**src/rtl/sbw_pkg.sv**
```systemverilog
package sbw_pkg;
  localparam int unsigned HALF_W = 16;
  localparam int unsigned LANES  = 2;
  localparam int unsigned DATA_W = HALF_W * LANES;

  typedef enum logic [1:0] {
    ST_IDLE  = 2'd0,
    ST_WAIT  = 2'd1,
    ST_BURST = 2'd2
  } sbw_state_e;
endpackage

```
**src/rtl/sbw_seq_ctrl.sv**
```systemverilog
module sbw_seq_ctrl
  import sbw_pkg::*;
#(
  parameter int unsigned WAIT_CYC = 1
) (
  input  logic clk_i,
  input  logic rst_ni,
  input  logic sel_ni,
  input  logic strb_ni,
  input  logic last_ni,
  input  logic fifo_full_i,
  output logic start_o,
  output logic accept_o,
  output logic rdy_no
);
  localparam int unsigned CNT_W = (WAIT_CYC > 1) ? $clog2(WAIT_CYC) : 1;
  localparam logic [CNT_W-1:0] CNT_LOAD = CNT_W'(WAIT_CYC - 1);

  sbw_state_e       st_q, st_d;
  logic [CNT_W-1:0] cnt_q, cnt_d;
  logic             rdy_n_q;

  assign start_o  = (st_q == ST_IDLE) & ~sel_ni & ~strb_ni;
  assign accept_o = (st_q == ST_BURST) & ~rdy_n_q & ~sel_ni;
  assign rdy_no   = rdy_n_q;

  always_comb begin
    st_d  = st_q;
    cnt_d = cnt_q;
    unique case (st_q)
      ST_IDLE: begin
        if (start_o) begin
          st_d  = ST_WAIT;
          cnt_d = CNT_LOAD;
        end
      end
      ST_WAIT: begin
        if (sel_ni)              st_d = ST_IDLE;
        else if (cnt_q == '0)    st_d = ST_BURST;
        else                     cnt_d = cnt_q - 1'b1;
      end
      ST_BURST: begin
        if (sel_ni)                    st_d = ST_IDLE;  // abort
        else if (accept_o && !last_ni) st_d = ST_IDLE;  // final beat
      end
      default: st_d = ST_IDLE;
    endcase
  end

  always_ff @(posedge clk_i or negedge rst_ni) begin
    if (!rst_ni) begin
      st_q    <= ST_IDLE;
      cnt_q   <= '0;
      rdy_n_q <= 1'b1;
    end else begin
      st_q    <= st_d;
      cnt_q   <= cnt_d;
      // ready only in burst state with FIFO room
      rdy_n_q <= ~((st_d == ST_BURST) & ~fifo_full_i);
    end
  end
endmodule

```
**src/rtl/sbw_addr_gen.sv**
```systemverilog
module sbw_addr_gen #(
  parameter int unsigned ADDR_W = 16
) (
  input  logic              clk_i,
  input  logic              rst_ni,
  input  logic              start_i,
  input  logic              accept_i,
  input  logic [ADDR_W-1:0] addr_i,
  input  logic              mem_nreg_i,
  output logic [ADDR_W-1:0] addr_o,
  output logic              mem_o
);
  logic [ADDR_W-1:0] addr_q;
  logic              mem_q;

  always_ff @(posedge clk_i or negedge rst_ni) begin
    if (!rst_ni) begin
      addr_q <= '0;
      mem_q  <= 1'b1;
    end else if (start_i) begin
      addr_q <= addr_i;
      mem_q  <= mem_nreg_i;
    end else if (accept_i) begin
      addr_q <= addr_q + 1'b1;
    end
  end

  assign addr_o = addr_q;
  assign mem_o  = mem_q;
endmodule

```
**src/rtl/sbw_wr_stage.sv**
```systemverilog
module sbw_wr_stage
  import sbw_pkg::*;
#(
  parameter int unsigned ADDR_W = 16
) (
  input  logic              clk_i,
  input  logic              rst_ni,
  input  logic              accept_i,
  input  logic [ADDR_W-1:0] addr_i,
  input  logic              mem_i,
  input  logic [DATA_W-1:0] data_i,
  input  logic [LANES-1:0]  word_en_i,
  output logic              wr_en_o,
  output logic [ADDR_W-1:0] wr_addr_o,
  output logic [DATA_W-1:0] wr_data_o,
  output logic [LANES-1:0]  wr_hen_o,
  output logic              wr_mem_o
);
  logic              legal;
  logic              en_q;
  logic [ADDR_W-1:0] addr_q;
  logic              mem_q;

  // register accesses need every lane enabled
  assign legal = mem_i | (&word_en_i);

  always_ff @(posedge clk_i or negedge rst_ni) begin
    if (!rst_ni) begin
      en_q   <= 1'b0;
      addr_q <= '0;
      mem_q  <= 1'b1;
    end else begin
      en_q <= accept_i & legal;
      if (accept_i) begin
        addr_q <= addr_i;
        mem_q  <= mem_i;
      end
    end
  end

  for (genvar g = 0; g < LANES; g++) begin : g_lane
    logic [HALF_W-1:0] h_q;
    logic              e_q;
    always_ff @(posedge clk_i or negedge rst_ni) begin
      if (!rst_ni) begin
        h_q <= '0;
        e_q <= 1'b0;
      end else if (accept_i) begin
        h_q <= data_i[g*HALF_W +: HALF_W];
        e_q <= word_en_i[g];
      end
    end
    assign wr_data_o[g*HALF_W +: HALF_W] = h_q;
    assign wr_hen_o[g]                   = e_q;
  end

  assign wr_en_o   = en_q;
  assign wr_addr_o = addr_q;
  assign wr_mem_o  = mem_q;
endmodule

```
**src/rtl/sbw_burst_wr_slave.sv**
```systemverilog
module sbw_burst_wr_slave
  import sbw_pkg::*;
#(
  parameter int unsigned ADDR_W   = 16,
  parameter int unsigned WAIT_CYC = 1
) (
  input  logic              clk_i,
  input  logic              rst_ni,
  input  logic              sel_ni,
  input  logic              strb_ni,
  input  logic [ADDR_W-1:0] addr_i,
  input  logic              mem_nreg_i,
  input  logic [LANES-1:0]  word_en_i,
  input  logic              last_ni,
  input  logic [DATA_W-1:0] data_i,
  input  logic              fifo_full_i,
  output logic              rdy_no,
  output logic              stop_no,
  output logic              wr_en_o,
  output logic [ADDR_W-1:0] wr_addr_o,
  output logic [DATA_W-1:0] wr_data_o,
  output logic [LANES-1:0]  wr_hen_o,
  output logic              wr_mem_o
);
  logic              start, accept;
  logic [ADDR_W-1:0] cur_addr;
  logic              cur_mem;

  assign stop_no = ~fifo_full_i;

  sbw_seq_ctrl #(.WAIT_CYC(WAIT_CYC)) u_ctrl (
    .clk_i      (clk_i),
    .rst_ni     (rst_ni),
    .sel_ni     (sel_ni),
    .strb_ni    (strb_ni),
    .last_ni    (last_ni),
    .fifo_full_i(fifo_full_i),
    .start_o    (start),
    .accept_o   (accept),
    .rdy_no     (rdy_no)
  );

  sbw_addr_gen #(.ADDR_W(ADDR_W)) u_addr (
    .clk_i     (clk_i),
    .rst_ni    (rst_ni),
    .start_i   (start),
    .accept_i  (accept),
    .addr_i    (addr_i),
    .mem_nreg_i(mem_nreg_i),
    .addr_o    (cur_addr),
    .mem_o     (cur_mem)
  );

  sbw_wr_stage #(.ADDR_W(ADDR_W)) u_wr (
    .clk_i    (clk_i),
    .rst_ni   (rst_ni),
    .accept_i (accept),
    .addr_i   (cur_addr),
    .mem_i    (cur_mem),
    .data_i   (data_i),
    .word_en_i(word_en_i),
    .wr_en_o  (wr_en_o),
    .wr_addr_o(wr_addr_o),
    .wr_data_o(wr_data_o),
    .wr_hen_o (wr_hen_o),
    .wr_mem_o (wr_mem_o)
  );
endmodule

```
**config.mk**
```make
export PLATFORM = sky130hd
export DESIGN_NAME = sbw_burst_wr_slave
export DESIGN_NICKNAME = d
export VERILOG_FILES = /design/src/rtl/sbw_pkg.sv /design/src/rtl/sbw_seq_ctrl.sv /design/src/rtl/sbw_addr_gen.sv /design/src/rtl/sbw_wr_stage.sv /design/src/rtl/sbw_burst_wr_slave.sv
export SDC_FILE = /design/constraint.sdc
export NUM_CORES = 1
export LEC_CHECK = 0
export BUFFER_PORTS_ARGS = -buffer_cell sky130_fd_sc_hd__buf_4
export CAP_MARGIN = 20
export CORE_ASPECT_RATIO = 1.4
export CORE_MARGIN = 4
export CORE_UTILIZATION = 40
export DETAILED_ROUTE_END_ITERATION = 10
export GPL_TIMING_DRIVEN = 0
export PLACE_DENSITY = 0.75
export SYNTH_ARGS = -nofsm -noshare
export SYNTH_HDL_FRONTEND = slang
export SYNTH_SLANG_ARGS = --single-unit
```
**constraint.sdc**
```tcl
create_clock -name clk_i -period 3.5 [get_ports clk_i]
set_clock_uncertainty 0.15 [all_clocks]
set_input_delay 0.7 -clock clk_i [delete_from_list [all_inputs] [get_ports clk_i]]
set_output_delay 0.7 -clock clk_i [all_outputs]
set_load 0.01 [all_outputs]
```
**Word-level counts from Yosys, hierarchy flattened**

Cells that the tools add are included.

- Eq/ne operators: 5
- Bitwise gates (word level): 12
- Reduce and logical (&&, ||, !) cells: 7
- Muxes and demuxes: 12
- $add $sub $neg: 2

Operator list:

| operator | number |
|---|---|
| $mux 16 | 2 |
| $add 16x1->16 const B | 1 |
| $mux 2 | 5 |
| $and 1x1->1 | 6 |
| $pmux 2 s3 | 1 |
| $not 1->1 | 5 |
| $eq 2x2->1 const B | 2 |
| $ne 2x2->1 const B | 2 |
| $reduce_bool 2->1 | 2 |
| $mux 1 | 3 |
| $reduce_and 3->1 | 1 |
| $eq 2x1->1 const B | 1 |
| $logic_not 2->1 | 1 |
| $pmux 1 s2 | 1 |
| $reduce_and 2->1 | 1 |
| $logic_and 1x1->1 | 1 |
| $logic_not 1->1 | 1 |
| $or 1x1->1 | 1 |
| $sub 1x1->1 const B | 1 |

- Register bits: 73
- Output and inout bits: 54
- Word-level logic and storage cells: 50

**Longest topological paths before layout**

Gate-level depths: netlist (run 1).

- Word-level depth: 10
- Depth in mapped cells: 6
- Depth with buffers taken out: 5

**Hierarchy**

From an unflattened synthesis (run 1), not the netlist that was laid out.

- Cells, all modules: 224
- Area total of the unflattened synthesis: 3,273.1 µm²

By module, submodules not included:

| module | cells an instance | area each (µm²) | times used |
|---|---|---|---|
| sbw_wr_stage | 113 | 2,198.4 | 1 |
| sbw_addr_gen | 99 | 942.2 | 1 |
| sbw_seq_ctrl | 11 | 128.9 | 1 |
| sbw_burst_wr_slave | 1 | 3.8 | 1 |

**Worst setup path before layout (run 1)**

No wires, ideal clock.

- Path type: input port to flip-flop
- From: in sel_ni
- To: reg u_wr.g_lane[1].h_q[0]
- Stages: 6
- Buffers on the path: 3
- Data required time: 3.233 ns
- Arrival: 1.852 ns
- Setup slack: 1.380 ns
- Cell sequence: or4b_1 -> clkbuf_1 -> clkbuf_1 -> clkbuf_1 -> nand2_1 -> nand2_1

- Cells in the longest elaborated chain, start to end: 2

Ends and longest elaborated chain:

| item | RTL line | source |
|---|---|---|
| start, declared | sbw_burst_wr_slave.sv:9 | `input logic sel_ni,` |
| $not 1->1 | sbw_seq_ctrl.sv:24 | `assign accept_o = (st_q == ST_BURST) & ~rdy_n_q & ~sel_ni;` |
| $and 1x1->1 | sbw_seq_ctrl.sv:24 |  |
| end signal, assigned | sbw_wr_stage.sv:49 | `h_q <= data_i[g*HALF_W +: HALF_W];` |
| end, declared | sbw_wr_stage.sv:42 | `logic [HALF_W-1:0] h_q;` |

Every way passes these cells.
A chain may end at the register's enable or synchronous reset.

**Worst setup path in the final report (run 1)**

- From: in sel_ni
- To: reg u_wr.addr_q[1] (netlist: u_wr.wr_addr_o[1])

- Cells in the longest elaborated chain, start to end: 2

Ends and longest elaborated chain:

| item | RTL line | source |
|---|---|---|
| $not 1->1 | sbw_seq_ctrl.sv:24 |  |
| $and 1x1->1 | sbw_seq_ctrl.sv:24 |  |
| end signal, assigned | sbw_wr_stage.sv:35 | `addr_q <= addr_i;` |
| end, declared | sbw_wr_stage.sv:21 | `logic [ADDR_W-1:0] addr_q;` |

Every way passes these cells.

==> flow_summary.json, run 1 <==
{
  "final_common_cell": "nand2_1",
  "die_h_um": 111,
  "cts.path.max_buffers": 2,
  "antenna_found_initial": 0,
  "slew_violations": 0,
  "design_area_mm2": 0.00419,
  "cp-start-kind": "input pin",
  "hold_path.class": "flop to flop",
  "syn_area_mm2": 0.00304,
  "grt_pass1_vias": 2632,
  "vias": 2680,
  "root_buffer": "clkbuf_8",
  "diodes": 0,
  "fillCellCount": 677,
  "seq_area_frac_synth_pct": 59.4,
  "track_usage_pct": 17.6,
  "clock.fmax_mhz": 460,
  "dp_hpwl_mm": 5.71,
  "area.growth.synth_to_final_pct": 37.9,
  "layout_min_cycle_time_ns": 2.17,
  "maxCapViolCount": 0,
  "synth_edf_count": 0,
  "end_kind": "flop",
  "syn_nets": 396,
  "cp_max_fo": 10,
  "die_x_um": 81.7,
  "crit_type": "input pin to flop",
  "route.met3.wl_um": 490,
  "cp_data_required_time_ns": 3.58,
  "hold_path_end": "u_addr.mem_o$_DFFE_PN1P_",
  "synthArstFlopShare_pct": 100,
  "clkSinkCount": 72,
  "drive_gt1_share_pct": 30.2,
  "r2r_start": "u_ctrl.rdy_no$_DFF_PN1_",
  "grt_first_pass_wirelength_mm": 12.4,
  "holdPathStages": 2,
  "postCtsHoldBufs": 0,
  "min_from": "u_addr.mem_o$_DFFE_PN1P_",
  "post-route-period-util_pct": 62.1,
  "setup_viol_count_final": 0,
  "htree_num_levels": 3,
  "synth_ff_type": "dfrtp_1",
  "die_area_mm2": 0.00908,
  "synth-seq-cells": 72,
  "slew_headroom_pct": 40.3,
  "cts_resized": 0,
  "fin_ws_ns": 1.33,
  "ant_nets": 0,
  "reg2reg_to": "u_wr.wr_addr_o[3]$_DFFE_PN0P_",
  "fin_tns_setup_ns": 0,
  "reg2reg_slack_ns": 1.35,
  "overflow": 0,
  "wl_met1_mm": 3.18,
  "start_util_pct": 41.3,
  "via_per_inst": 4.79,
  "synthCells": 338,
  "cts_setup_buffers": 0,
  "hold_viol": 0,
  "clkLatencyLatePin_ns": 0.34,
  "power_leakage_nw": 2.30,
  "yosys_warnings": 0,
  "wl_met2_mm": 3.95,
  "avgSynthCellArea_um2": 8.99,
  "status": "completed",
  "core_mm2": 0.00736,
  "dr.first_iter.drc_count": 86,
  "io_pins": 111,
  "peakVddDrop_mv": 0.348,
  "wl_mm": 7.72,
  "p_per_area_mw_per_mm2": 487,
  "dp_slack_ns": 0.941,
  "grt_max_degree": 73,
  "numCtsBuffers": 9,
  "cts_tree": "built",
  "drc": 0,
  "gp_congestion": 0.742,
  "nets": 517,
  "clk_pin_slew_ns": 0.07,
  "tightest_slew_ns": 0.896,
  "grt_setup_unrepaired": "false",
  "final_cell_mix": "nand2_1, buf_4, dfrtp_1",
  "placed_area_mm2": 0.00399,
  "numPortBuffers": 110,
  "routed.top_layer": "met4",
  "wl_per_cell_um": 13.8,
  "rows": 37,
  "synthDistinctLibCells": 38,
  "firstDrtPassIters": 4,
  "cp.arrival_ns": 2.25,
  "ff2ff_path_depth": 6
}
## sequential cells by signal, summed over array words and instances (netlist names), 2 cells and up
signal,cells
u_wr.g_lane.h_q,32
u_addr.addr_o,16
u_wr.wr_addr_o,16
u_ctrl.st_q,2
u_wr.g_lane.e_q,2
## area by class of cell
class	instances	area, um^2	area share, %
Multi-Input combinational cell	244	1140	27.1
Sequential cell	72	1810	43.1
Clock inverter	3	40.0	0.955
Inverter	4	15.0	0.358
Clock buffer	12	165	3.94
Timing Repair Buffer	110	826	19.7
Buffer	18	82.6	1.97
Tap cell	97	121	2.90
## Yosys cell counts (2+ instances only)
cell	instances	area, um^2
nand2_1	166	623
dfrtp_1	69	1730
nand3_1	11	55.1
clkbuf_1	10	37.5
nor2_1	10	37.5
o21ai_0	10	50.1
buf_2	6	30.0
o21ai_1	5	25.0
and3_1	4	25.0
a31oi_1	3	18.8
dfstp_2	3	78.8
inv_1	3	11.3
nand4_1	3	18.8
o211ai_1	3	22.5
and4_1	2	17.5
buf_4	2	15.0
mux2i_1	2	20.0
nor4_1	2	12.5
o311ai_1	2	17.5
or3_1	2	12.5
xnor2_1	2	17.5
xor2_1	2	17.5
## worst max-delay path: stages
cell      delay, ns
buf_4          0.13
or4b_1         0.49
clkbuf_1       0.18
clkbuf_1       0.26
clkbuf_1       0.30
nand2_1        0.13
nand2_1        0.06
## through the flow
stage	total power (W)	util, %	hold WS, ns	cells
3_3_place_gp	0.00137	54.2	0.302	545
5_1_grt	0.00215	56.9	0.344	560
2_1_floorplan	0.00117	-	0.254	338
3_5_place_dp	0.00139	54.2	0.312	545
4_1_cts	0.00207	56.9	0.321	560
6_report	0.00204	56.9	0.319	560
## worst max path at each step
stage                                 start                           endpoint
global placement                     sel_ni      u_wr.wr_addr_o[3]$_DFFE_PN0P_
floorplan                            sel_ni  u_wr.g_lane[1].h_q[0]$_DFFE_PN0P_
global route        u_ctrl.rdy_no$_DFF_PN1_      u_wr.wr_addr_o[7]$_DFFE_PN0P_
CTS                 u_ctrl.rdy_no$_DFF_PN1_  u_wr.g_lane[1].h_q[7]$_DFFE_PN0P_
finish                               sel_ni      u_wr.wr_addr_o[1]$_DFFE_PN0P_
detailed placement                   sel_ni  u_wr.g_lane[1].h_q[7]$_DFFE_PN0P_
## metal layers
metal	vias to the layer above	track usage, %
met5	-	0
met3	8	4.47
met2	74	30.1
met4	0	5.32
li1	1338	-
met1	1260	21.5
## report_power, final
part	switching (W)	internal, W
sequential	0.0000841	0.000935
clock	0.000293	0.000381
combinational	0.000164	0.000184
total	0.000540	0.00150
## cell families after synthesis
kind of cell / share of synthesized area (%)
XOR/XNOR: 1.15
AO/OA/AOI/OAI: 6.01
adder cells (fa/ha/maj): 0.412
AND/OR/NAND/NOR: 28.8
multiplexers: 1.03
buffers and inverters: 3.21
flip-flops: 59.4
Power figures use the tool's default switching activity.
==> run 2: changes to the inputs <==
Clock period 3.5 ns to 2.13 ns, I/O delays scaled along.
==> run 2 against run 1 <==
  * Critical path depth down 1
  * Register-to-register slack got worse by 1.2 ns
  * First-iteration DRC count fell by 9.3%
  * Sequential cell count stayed put
  * Critical endpoint is now u_addr.addr_o[14]$_DFFE_PN0P_
  * Largest power group unchanged
==> flow_summary.json, run 2 (same netlist as run 1, synthesis figures left out) <==
{
  "status": "completed",
  "power.total_w": 0.00335,
  "die_area_mm2": 0.00908,
  "core_mm2": 0.00736,
  "power_leakage_nw": 2.32,
  "p_comb_share_pct": 17.1,
  "rows": 37,
  "nets": 517,
  "clk_pin_slew_ns": 0.07,
  "overflow": 0,
  "hold_viol": 0,
  "root_buffer": "clkbuf_8",
  "drive_gt1_share_pct": 31.7,
  "die_x_um": 81.7,
  "peakVddDrop_mv": 0.573,
  "final_common_cell": "nand2_1",
  "grt_max_degree": 73,
  "slowest_delay_ns": 0.60,
  "cts_tree": "built",
  "pwr-share-clk_pct": 33.0,
  "antenna_found_initial": 0,
  "grt_first_pass_wirelength_mm": 12.3,
  "maxCapViolCount": 0,
  "slew_headroom_pct": 40.1,
  "end_kind": "flop",
  "regMostFlops": "u_wr.g_lane.h_q",
  "p_sw_share_pct": 26.4,
  "setup_viol_count_final": 0,
  "crit_chain": "or4_4 > inv_2 > buf_2 > nor2_1 > mux2i_1 > nand3_1",
  "area.growth.synth_to_final_pct": 38.5,
  "finish.utilization_pct": 57.2,
  "numPortBuffers": 110,
  "crit_type": "flop to flop",
  "cp-start-kind": "flop",
  "die_h_um": 111,
  "multiInputGateArea_mm2": 0.00114,
  "slew_violations": 0,
  "p_switching_w": 0.000886,
  "p_per_area_mw_per_mm2": 797,
  "post-route-period-util_pct": 92.6,
  "largest_register_ffs": 32,
  "wl_mm": 7.71,
  "p_seq_share_pct": 49.9,
  "tightest_slew_ns": 0.898,
  "via_per_inst": 4.81,
  "start_util_pct": 41.3,
  "dp_hpwl_mm": 5.71,
  "fillCellCount": 671,
  "clock.fmax_mhz": 507,
  "regArea_mm2": 0.00181,
  "cp_max_fo": 10,
  "wl_per_cell_um": 13.8,
  "cp_data_required_time_ns": 2.20,
  "grt_setup_unrepaired": "false",
  "clkLatencyLatePin_ns": 0.34,
  "ant_nets": 0,
  "drc": 0,
  "cp_slowest_cell": "or4_4",
  "final_cell_mix": "nand2_1, buf_4, dfrtp_1",
  "diodes": 0,
  "crit_buf_inv": 2,
  "numCtsBuffers": 9,
  "htree_num_levels": 3,
  "hold_path.class": "input pin to asynchronous set/reset pin",
  "gp_congestion": 0.742,
  "dr.first_iter.drc_count": 78,
  "critPathTopFamily": "simple AND/OR/NAND/NOR gates",
  "cts.path.max_buffers": 2,
  "cp.arrival_ns": 2.04,
  "track_usage_pct": 17.6,
  "vias": 2691,
  "clkSinkCount": 72,
  "layout_min_cycle_time_ns": 1.97,
  "firstDrtPassIters": 4,
  "io_pins": 111,
  "grt_pass1_vias": 2627,
  "p_int_w": 0.00247
}
==> run 2: area by class of cell <==
class | instances | share of cell area, %
buffer | 16 | 1.87
sequential | 72 | 42.9
inverter | 4 | 0.357
clock buffer | 12 | 3.92
clock inverter | 3 | 0.951
multi-input combinational | 244 | 27.2
timing repair buffer | 112 | 20.0
tap | 97 | 2.88
==> run 2: timing repair <==
item                                    in CTS  in global routing
resized for setup                            3                  2
buffers inserted                             0                  2
endpoints found under the setup margin      34                 32
pin swaps                                    0                  1
hold buffers                                 0                  0
==> run 2: worst paths after layout <==
check	start	slack [ns]	to	cells after the start
max	u_ctrl.st_q[0]$_DFF_PN0_	0.16	u_addr.addr_o[14]$_DFFE_PN0P_	6
min reg2reg	u_addr.mem_o$_DFFE_PN1P_	0.32	u_addr.mem_o$_DFFE_PN1P_	2
min in group clk_i	data_i[28]	0.12	u_wr.g_lane[1].h_q[12]$_DFFE_PN0P_	3
max reg2reg	u_ctrl.st_q[0]$_DFF_PN0_	0.16	u_addr.addr_o[14]$_DFFE_PN0P_	6
max in group asynchronous	rst_ni	1.18	u_wr.g_lane[1].h_q[5]$_DFFE_PN0P_	1
min	rst_ni	0.06	u_wr.g_lane[0].h_q[1]$_DFFE_PN0P_	1
==> run 2: layer usage <==
metal	routed length [um]	global-route usage, %
met1	3160	21.3
met3	471	4.47
met4	136	5.32
met5	0	0
met2	3940	30.1
==> run 2: power groups by stage <==
stage                     Combinational, W  Sequential [W]  Clock, W
after floorplan                   0.000209         0.00172         0
after global placement            0.000562         0.00169         0
after detailed placement          0.000581         0.00170         0
after CTS                         0.000584         0.00167   0.00114
after global routing              0.000637         0.00170   0.00120
final                             0.000574         0.00168   0.00111
==> run 2: per-stage QoR <==
stage / setup TNS [ns] / std cells / area (um^2) / hold slack (ns) / setup slack, ns
3_5_place_dp: -5.68 / 545 / 3990 / 0.312 / -0.155
3_3_place_gp: -3.93 / 545 / 3990 / 0.302 / -0.119
4_1_cts: 0 / 559 / 4190 / 0.0920 / 0.0209
6_report: 0 / 560 / 4210 / 0.0567 / 0.158
5_1_grt: 0 / 560 / 4210 / 0.115 / 0.0337
2_1_floorplan: 0 / 338 / 3040 / -0.0196 / 0.284
